$ cat src/rtl/prd_pkg.sv
package prd_pkg;

    typedef enum logic [2:0] {
        ST_WAIT,
        ST_ADDR,
        ST_CNT,
        ST_FIX,
        ST_DRAIN,
        ST_END
    } prd_state_e;

    localparam logic [16:0] SPAN_64K  = 17'h10000;
    localparam logic [16:0] SPAN_32K  = 17'h08000;
    localparam logic [31:0] END_MARK  = 32'h8000_0000;

endpackage

$ cat src/rtl/prd_chunk.sv
module prd_chunk
    import prd_pkg::*;
(
    input  logic [31:0] cur_addr,
    input  logic [31:0] remain,
    output logic [16:0] piece
);
    logic [16:0] room;
    logic [16:0] span;

    always_comb begin
        room  = SPAN_64K - {1'b0, cur_addr[15:0]};
        span  = (remain < 32'(room)) ? remain[16:0] : room;
        piece = (span == SPAN_64K) ? SPAN_32K : span;
    end
endmodule

$ cat src/rtl/prd_cntword.sv
module prd_cntword (
    input  logic [16:0] piece,
    input  logic        alt_fmt,
    input  logic        is_final,
    output logic [31:0] word
);
    logic [15:0] words_m1;

    always_comb begin
        words_m1 = {2'b00, piece[15:2]} - 16'd1;
        if (alt_fmt)
            word = {words_m1, 16'h0000};
        else
            word = {is_final, 15'h0000, piece[15:0]};
    end
endmodule

$ cat src/rtl/prd_splitter.sv
module prd_splitter
    import prd_pkg::*;
#(
    parameter int TABLE_DEPTH = 256,
    localparam int IDX_W = $clog2(2 * TABLE_DEPTH),
    localparam int CNT_W = $clog2(TABLE_DEPTH + 1)
) (
    input  logic             clk,
    input  logic             rst_n,
    input  logic             alt_fmt,
    input  logic             seg_valid,
    output logic             seg_ready,
    input  logic [31:0]      seg_addr,
    input  logic [31:0]      seg_len,
    input  logic             seg_last,
    output logic             tbl_we,
    output logic [IDX_W-1:0] tbl_addr,
    output logic [31:0]      tbl_wdata,
    output logic             done,
    output logic             fail,
    output logic [CNT_W-1:0] entry_count
);
    localparam logic [CNT_W-1:0] CAP = CNT_W'(TABLE_DEPTH);

    prd_state_e       state, state_nx;
    logic [31:0]      cur_addr, remain, tail_word;
    logic             last_q;
    logic [16:0]      piece, piece_q;
    logic [CNT_W-1:0] cnt;
    logic [31:0]      cnt_word;
    logic             is_final, rem_zero, full;
    logic             end_ok, end_fail;

    prd_chunk u_chunk (
        .cur_addr (cur_addr),
        .remain   (remain),
        .piece    (piece)
    );

    prd_cntword u_word (
        .piece    (piece_q),
        .alt_fmt  (alt_fmt),
        .is_final (is_final),
        .word     (cnt_word)
    );

    assign rem_zero = (remain == 32'd0);
    assign full     = (cnt == CAP);
    assign is_final = last_q && (remain == 32'(piece_q));

    // state register
    always_ff @(posedge clk) begin
        if (!rst_n) state <= ST_WAIT;
        else        state <= state_nx;
    end

    // next state
    always_comb begin
        state_nx = state;
        end_ok   = 1'b0;
        end_fail = 1'b0;
        unique case (state)
            ST_WAIT:  if (seg_valid) state_nx = ST_ADDR;
            ST_ADDR: begin
                if (rem_zero) begin
                    if (!last_q)              state_nx = ST_WAIT;
                    else if (cnt == '0)       begin state_nx = ST_END; end_fail = 1'b1; end
                    else if (alt_fmt)         begin state_nx = ST_END; end_ok = 1'b1; end
                    else                      state_nx = ST_FIX;
                end else if (full) begin
                    end_fail = last_q;
                    state_nx = last_q ? ST_END : ST_DRAIN;
                end else begin
                    state_nx = ST_CNT;
                end
            end
            ST_CNT: begin
                if (is_final) begin state_nx = ST_END; end_ok = 1'b1; end
                else          state_nx = ST_ADDR;
            end
            ST_FIX:   begin state_nx = ST_END; end_ok = 1'b1; end
            ST_DRAIN: if (seg_valid && seg_last) begin state_nx = ST_END; end_fail = 1'b1; end
            ST_END:   state_nx = ST_WAIT;
            default:  state_nx = ST_WAIT;
        endcase
    end

    // datapath registers
    always_ff @(posedge clk) begin
        if (!rst_n) begin
            cur_addr    <= '0;
            remain      <= '0;
            last_q      <= 1'b0;
            piece_q     <= '0;
            cnt         <= '0;
            tail_word   <= '0;
            fail        <= 1'b0;
            entry_count <= '0;
        end else begin
            if (state == ST_WAIT && seg_valid) begin
                cur_addr <= seg_addr;
                remain   <= seg_len;
                last_q   <= seg_last;
            end
            if (state == ST_ADDR && !rem_zero && !full)
                piece_q <= piece;
            if (state == ST_CNT) begin
                cnt       <= cnt + 1'b1;
                cur_addr  <= cur_addr + 32'(piece_q);
                remain    <= remain - 32'(piece_q);
                tail_word <= cnt_word;
            end
            if (end_ok) begin
                fail        <= 1'b0;
                entry_count <= (state == ST_CNT) ? cnt + 1'b1 : cnt;
            end
            if (end_fail) begin
                fail        <= 1'b1;
                entry_count <= '0;
            end
            if (state == ST_END)
                cnt <= '0;
        end
    end

    // outputs
    always_comb begin
        seg_ready = 1'b0;
        tbl_we    = 1'b0;
        tbl_addr  = '0;
        tbl_wdata = '0;
        done      = 1'b0;
        unique case (state)
            ST_WAIT, ST_DRAIN: seg_ready = 1'b1;
            ST_ADDR: begin
                tbl_we    = !rem_zero && !full;
                tbl_addr  = IDX_W'(cnt) << 1;
                tbl_wdata = cur_addr;
            end
            ST_CNT: begin
                tbl_we    = 1'b1;
                tbl_addr  = (IDX_W'(cnt) << 1) | IDX_W'(1);
                tbl_wdata = cnt_word;
            end
            ST_FIX: begin
                tbl_we    = 1'b1;
                tbl_addr  = (IDX_W'(cnt - 1'b1) << 1) | IDX_W'(1);
                tbl_wdata = tail_word | END_MARK;
            end
            ST_END:  done = 1'b1;
            default: ;
        endcase
    end
endmodule

$ cat config.mk
export PLATFORM = sky130hd
export DESIGN_NAME = prd_splitter
export DESIGN_NICKNAME = d
export VERILOG_FILES = /design/src/rtl/prd_pkg.sv /design/src/rtl/prd_chunk.sv /design/src/rtl/prd_cntword.sv /design/src/rtl/prd_splitter.sv
export SDC_FILE = /design/constraint.sdc
export NUM_CORES = 1
export LEC_CHECK = 0
export ABC_AREA = 1
export BUFFER_PORTS_ARGS = -buffer_cell sky130_fd_sc_hd__buf_4
export CAP_MARGIN = 20
export CORE_UTILIZATION = 50
export DETAILED_ROUTE_END_ITERATION = 8
export MAX_ROUTING_LAYER = met4
export PLACE_DENSITY_LB_ADDON = 0.25
export SKIP_LAST_GASP = 1
export SYNTH_ARGS = -nofsm -noshare
export SYNTH_HDL_FRONTEND = slang
export SYNTH_SLANG_ARGS = --single-unit
$ cat constraint.sdc
create_clock -name clk -period 2.9 [get_ports clk]
set_clock_uncertainty 0.2 [all_clocks]
set_input_delay 0.29 -clock clk [delete_from_list [all_inputs] [get_ports clk]]
set_output_delay 0.29 -clock clk [all_outputs]
set_load 0.01 [all_outputs]
* Word-level counts from Yosys, hierarchy flattened
Cells that the tools add are included.
** Word-level totals
- Word-level logic and storage cells :: 82
- Input port bits :: 69
- Register bits after elaboration :: 135
- Output and inout port bits :: 54
** Operators by class
- Bitwise operators :: 1
- Reductions and logical operators :: 18
- Order comparisons :: 1
- Multiplexer cells :: 37
- Equal/unequal tests :: 10
- Add/subtract/negate cells :: 6
** Operators by type and width (number)
- $mux 32 :: 5
- $pmux 32 s3 :: 1
- $mux 17 :: 2
- $add 32x17->32 :: 1
- $eq 32x17->1 :: 1
- $logic_not 32->1 :: 1
- $lt 32x17->1 :: 1
- $sub 32x17->32 :: 1
- $pmux 9 s3 :: 1
- $mux 3 :: 8
- $eq 17x17->1 const B :: 1
- $sub 17x16->17 const A :: 1
- $mux 1 :: 15
- $pmux 3 s5 :: 1
- $sub 14x1->15 const B :: 1
- $add 9x1->9 const B :: 1
- $eq 9x9->1 const B :: 1
- $logic_not 9->1 :: 1
- $mux 9 :: 1
- $reduce_or 2->1 :: 4
- $sub 8x1->8 const B :: 1
- $eq 3x2->1 const B :: 2
- $eq 3x3->1 const B :: 2
- $logic_and 1x1->1 :: 6
- other kinds (9) :: 13

* Longest topological paths before layout
- Word-level depth :: 7
- Gate-level depth with buffers :: 25
- Gate-level depth less buffers :: 24

* By module
From an unflattened synthesis, not the netlist that was laid out.
** Second synthesis, totals
- Cells, all modules :: 1946
- Area total of the unflattened synthesis :: 11347.1 µm²
** By module, submodules not included
- prd_splitter :: sequential area each 2702.6 µm², cells each 1617, instances 1, area an instance 9618.0 µm²
- prd_chunk :: sequential area each 0.0 µm², cells each 218, instances 1, area an instance 1179.9 µm²
- prd_cntword :: sequential area each 0.0 µm², cells each 111, instances 1, area an instance 549.3 µm²

* Worst setup path after synthesis
OpenSTA, ideal clock, no wires.
- Path type :: flip-flop to flip-flop
- From :: reg cur_addr[1]
- To :: reg piece_q[16]
- Arrival time :: 2.933 ns
- Data required time :: 2.572 ns
- Setup time :: 0.128 ns
- Slack :: -0.362 ns
- Period minus slack after synthesis :: 3.262 ns
- Cell stages (with the launch flop) :: 26
- Buffers on the path :: 1
- Path through :: dfxtp_1 -> inv_1 -> ha_1 -> nand3_1 -> nor3_1 -> nand3_1 -> xor2_1 -> inv_1 -> ha_1 -> nand2_1 -> inv_1 -> nand3_1 -> inv_1 -> a21oi_1 -> nand2_1 -> nand2_1 -> nand2_4 -> buf_6 -> nand2_1 -> nand2_1 -> nor2_1 -> nand2_1 -> nor2_2 -> nand2_1 -> nand2_1 -> a21oi_1
** Between the ends
- Word-level cells in the longest chain between the ends :: 5
** RTL lines
- start, declared :: RTL line prd_splitter.sv:26 : logic [31:0] cur_addr, remain, tail_word;
- start signal, assigned :: RTL line prd_splitter.sv:101 : cur_addr <= seg_addr;
- start signal, assigned :: RTL line prd_splitter.sv:109 : cur_addr <= cur_addr + 32'(piece_q);
- $sub 17x16->17 (*) :: RTL line prd_chunk.sv:12 : room = SPAN_64K - {1'b0, cur_addr[15:0]};
- $lt 32x17->1 :: RTL line prd_chunk.sv:13 : span = (remain < 32'(room)) ? remain[16:0] : room;
- $mux 17 (*) :: RTL line prd_chunk.sv:13
- $eq 17x17->1 :: RTL line prd_chunk.sv:14 : piece = (span == SPAN_64K) ? SPAN_32K : span;
- $mux 17 (*) :: RTL line prd_chunk.sv:14
- end signal, assigned :: RTL line prd_splitter.sv:106 : piece_q <= piece;
- end, declared :: RTL line prd_splitter.sv:28 : logic [16:0] piece, piece_q;
Every way passes the cells marked *; elsewhere a longest branch is shown, timed or not.
A chain may end at the register's enable or synchronous reset.

* Final worst setup path
- From :: reg cur_addr[7]
- To :: reg piece_q[16]
The elaborated chain is that of the path after synthesis.

==> impl_metrics.yaml <==
timing:
  tightest_slew_ns: 0.7258
  fin_setup_tns_ns: -3.451
  fin_ws_ns: -0.4688
  setup_viol: 17
  fin_crit_ns: 3.369
  fmax_mhz: 296.8
  timing.final.crit_share_pct: 116.2
  rsz0062_at_grt: "yes"
  slew_viol_final: 0
  slew_headroom_pct: 51.29
  hold_viol: 0
die:
  io_pins: 123
  num_rows: 51
  core_area_sq_um: 19720
  dieHeight_microns: 144.6
  die_area_sq_um: 20900
  start_util_pct: 51.54
  die_w_microns: 144.6
global_routing:
  grt_pass1_vias: 11340
  grt_antenna_before_repair: 0
  grt-ovfl-total: 0
  busiest_layer: "met2"
  met2_usage_pct: 60.58
  grt_max_degree: 101
  grt_pass1_wl_mm: 58.87
  grt_use_met1_pct: 47.61
  grtUsageTotal_pct: 38.24
  use_met3_pct: 7.748
route:
  wl_mm: 39.67
  num_vias: 12460
  dr.pass1.iters: 8
  drc: 0
  drtIter0Drc: 974
  antenna_left: 0
  viasPerCell: 5.704
  wire_per_inst_microns: 18.16
placed_design:
  dpl.hpwl_mm: 28.68
  numPortBuffers: 122
  placed_cells: 2101
  place_ws_ns: -0.4107
  gp_congestion: 0.9972
finish:
  num_antenna_cells: 0
  layout_commonest_cell: "nand2_1"
  layout.cells.non_filler: 2185
  area_growth_pct: 38.99
  fin_nets: 2033
  drive_gt1_share_pct: 25.62
  final_cell_mix: "383 x nand2_1, 301 x buf_4, 174 x a21oi_1"
min_path:
  whs_endpoint: "remain[1]$_SDFFE_PN0P_"
  hold_start: "seg_len[1]"
  hp-class: "input pin to flop"
  whs_path_depth: 3
clock_network:
  clk_latency_ns: 0.45
  clock_path_buffers: 2
  cts_tree: "yes"
  htree_num_levels: 4
  cts.reportedPaths.clkPinSlew_ns: 0.07
  cts.sinks: 135
  cts-root-buf: "clkbuf_16"
  cts_buffers: 17
yosys:
  yosysSeqAreaShare_pct: 26.59
  syn-instance-count: 1610
  synth-warning-count: 0
  ys_ff_latch: 135
  syn-cell-area_sq_um: 10160
  yosysUniqueCellTypes: 45
  ys_async_sr_fraction_pct: 0
  synth-main-ff-cell: "dfxtp_1"
  syn_area_per_cell_sq_um: 6.312
  syn_nets: 1736
  synth-edff-count: 0
setup_path:
  r2r_setup_slack_ns: -0.47
  timing.rr.start: "cur_addr[7]$_SDFFE_PN0P_"
  crit_path_top_delay_cell: "ha_2"
  cp_cell_sequence: "buf_6 > inv_2 > nand4_1 > nor3_4 > nand2_2 > nor4_2 > nand4_1 > ha_2 > inv_2 > nor2_4 > nand2_8 > buf_6 > nand3_2 > nand2_2 > nor2_2 > nand2_1 > nor2_4 > nand2_1 > nand2_1 > a21oi_1"
  r2r-end: "piece_q[16]$_SDFFE_PN0P_"
  max_stage_delay_ns: 0.37
  crit_type: "flop to flop"
  cp.arrival_ns: 3.49
  crit_top_cell: "nand2_1"
  required_ns: 3.02
  rr_worst_depth: 20
  startpoint_type: "flop"
  cp_max_fo: 6
  critPathCaptureType: "flop"
status:
  violations: "negative setup slack"
  outcome: "finished with violations"
power_and_ir_drop:
  switching_share_pct: 43.07
  switchingPower_mw: 4.243
  comb_power_share_pct: 53.0
  p_per_area_nw_per_um2: 697.4
  pwr-share-clk_pct: 24.0
  seq_power_share_pct: 23.1
  internal_power_mw: 5.608
  leakage_nw: 6.365
  total_power_mw: 9.851
  peakVddDrop_mv: 0.4630
job:
  maxCapViolations: 0
## cell families (layout without fill, tap and decap cells)
group / after synthesis / in the layout / synth area share, %
and+or+nand+nor: 736 / 737 / 30.90
AOI/OAI and AO/OA: 378 / 378 / 21.44
buffers and inverters: 255 / 564 / 9.677
DFF: 135 / 135 / 26.59
adders and majority gates: 57 / 57 / 7.166
xor gates and xnor gates: 49 / 49 / 4.223
## sequential cells by signal, indices dropped and copies added, names as in the netlist
name	cells
cnt	9
cur_addr	32
entry_count	9
fail	1
last_q	1
piece_q	17
remain	32
state	3
tail_word	31
## area by class of cell
cell class,instances,area (sq um)
Timing Repair Buffer,336,2655
Sequential cell,135,2720
Inverter,196,742.0
Clock buffer,18,439.2
Multi-Input combinational cell,1221,7056
Clock inverter,14,181.4
Fill cell,1678,5593
Tap cell,265,331.6
## worst max-delay path by stage
stage | from | end | slack, ns | cells after the start
5_1_grt | cur_addr[7]$_SDFFE_PN0P_ | piece_q[16]$_SDFFE_PN0P_ | -0.66 | 20
6_report | cur_addr[7]$_SDFFE_PN0P_ | piece_q[16]$_SDFFE_PN0P_ | -0.47 | 20
3_3_place_gp | cur_addr[1]$_SDFFE_PN0P_ | piece_q[16]$_SDFFE_PN0P_ | -0.34 | 24
3_5_place_dp | cur_addr[1]$_SDFFE_PN0P_ | piece_q[16]$_SDFFE_PN0P_ | -0.41 | 24
2_1_floorplan | cur_addr[0]$_SDFFE_PN0P_ | piece_q[16]$_SDFFE_PN0P_ | -0.13 | 24
4_1_cts | cur_addr[0]$_SDFFE_PN0P_ | piece_q[16]$_SDFFE_PN0P_ | -0.33 | 24
## synth_stat cells (3+ instances only)
cell / number / area, sq um
a21boi_0: 3 / 22.52
nor4_1: 14 / 87.58
inv_2: 5 / 18.77
o21a_1: 11 / 82.58
o221ai_1: 8 / 70.07
nor3_1: 30 / 150.1
a22oi_1: 13 / 97.59
ha_1: 55 / 688.2
a21oi_1: 187 / 935.9
buf_1: 5 / 18.77
buf_2: 9 / 45.04
clkbuf_1: 42 / 157.7
nor2_1: 127 / 476.7
nor2_2: 5 / 31.28
dfxtp_1: 135 / 2703
o21ai_0: 67 / 335.3
xnor2_1: 13 / 113.9
o21bai_1: 24 / 180.2
nand3_1: 108 / 540.5
a21o_1: 5 / 37.54
a31oi_1: 14 / 87.58
xor2_1: 36 / 315.3
o21ai_1: 6 / 30.03
o22ai_1: 3 / 18.77
o211ai_1: 27 / 202.7
inv_1: 189 / 709.4
or2_2: 6 / 37.54
nand3b_1: 4 / 30.03
nand2_1: 406 / 1524
nand4_1: 27 / 168.9
a211oi_1: 6 / 45.04
## worst max-delay path: cells and delay by family, from the launching register on
kind	cells	cell delay, ns
flops	1	0.35
simple gates	14	1.91
compound gates	1	0.06
fa+ha+maj	1	0.37
buf+inv	4	0.34
## routing by layer
metal  share of wire (%)  vias to the layer above
li1                    -                     5988
met2                  46                      583
met1                  43                     5797
met3                 8.5                       96
met4                 3.1                        0
met5                   0                        -
## power groups by stage
stage,registers [mW],clock network (mW),logic [mW]
floorplan,2.28,0,2.67
global placement,2.28,0,4.44
detailed placement,2.28,0,4.50
CTS,2.26,2.36,4.72
global route,2.29,2.44,5.67
finish,2.27,2.36,5.22
## metrics by stage
step,hold WS (ns),area (sq um),util [%]
6_report,0.001002,14120,71.64
5_1_grt,0.01958,14120,71.64
3_3_place_gp,0.2477,12500,63.41
2_1_floorplan,0.2411,10220,-
4_1_cts,0.004313,13630,69.12
3_5_place_dp,0.2565,12500,63.41
## repair_timing
item | in CTS | in global routing
buffers inserted | 5 | 22
endpoints found under the setup margin | 32 | 71
endpoints found under the hold margin | 24 | 0
cloned | 0 | 2
pin swaps | 30 | 52
gates resized for setup | 48 | 104
hold buffers | 24 | 0
Note: power is estimated with default switching activity, not from simulation.
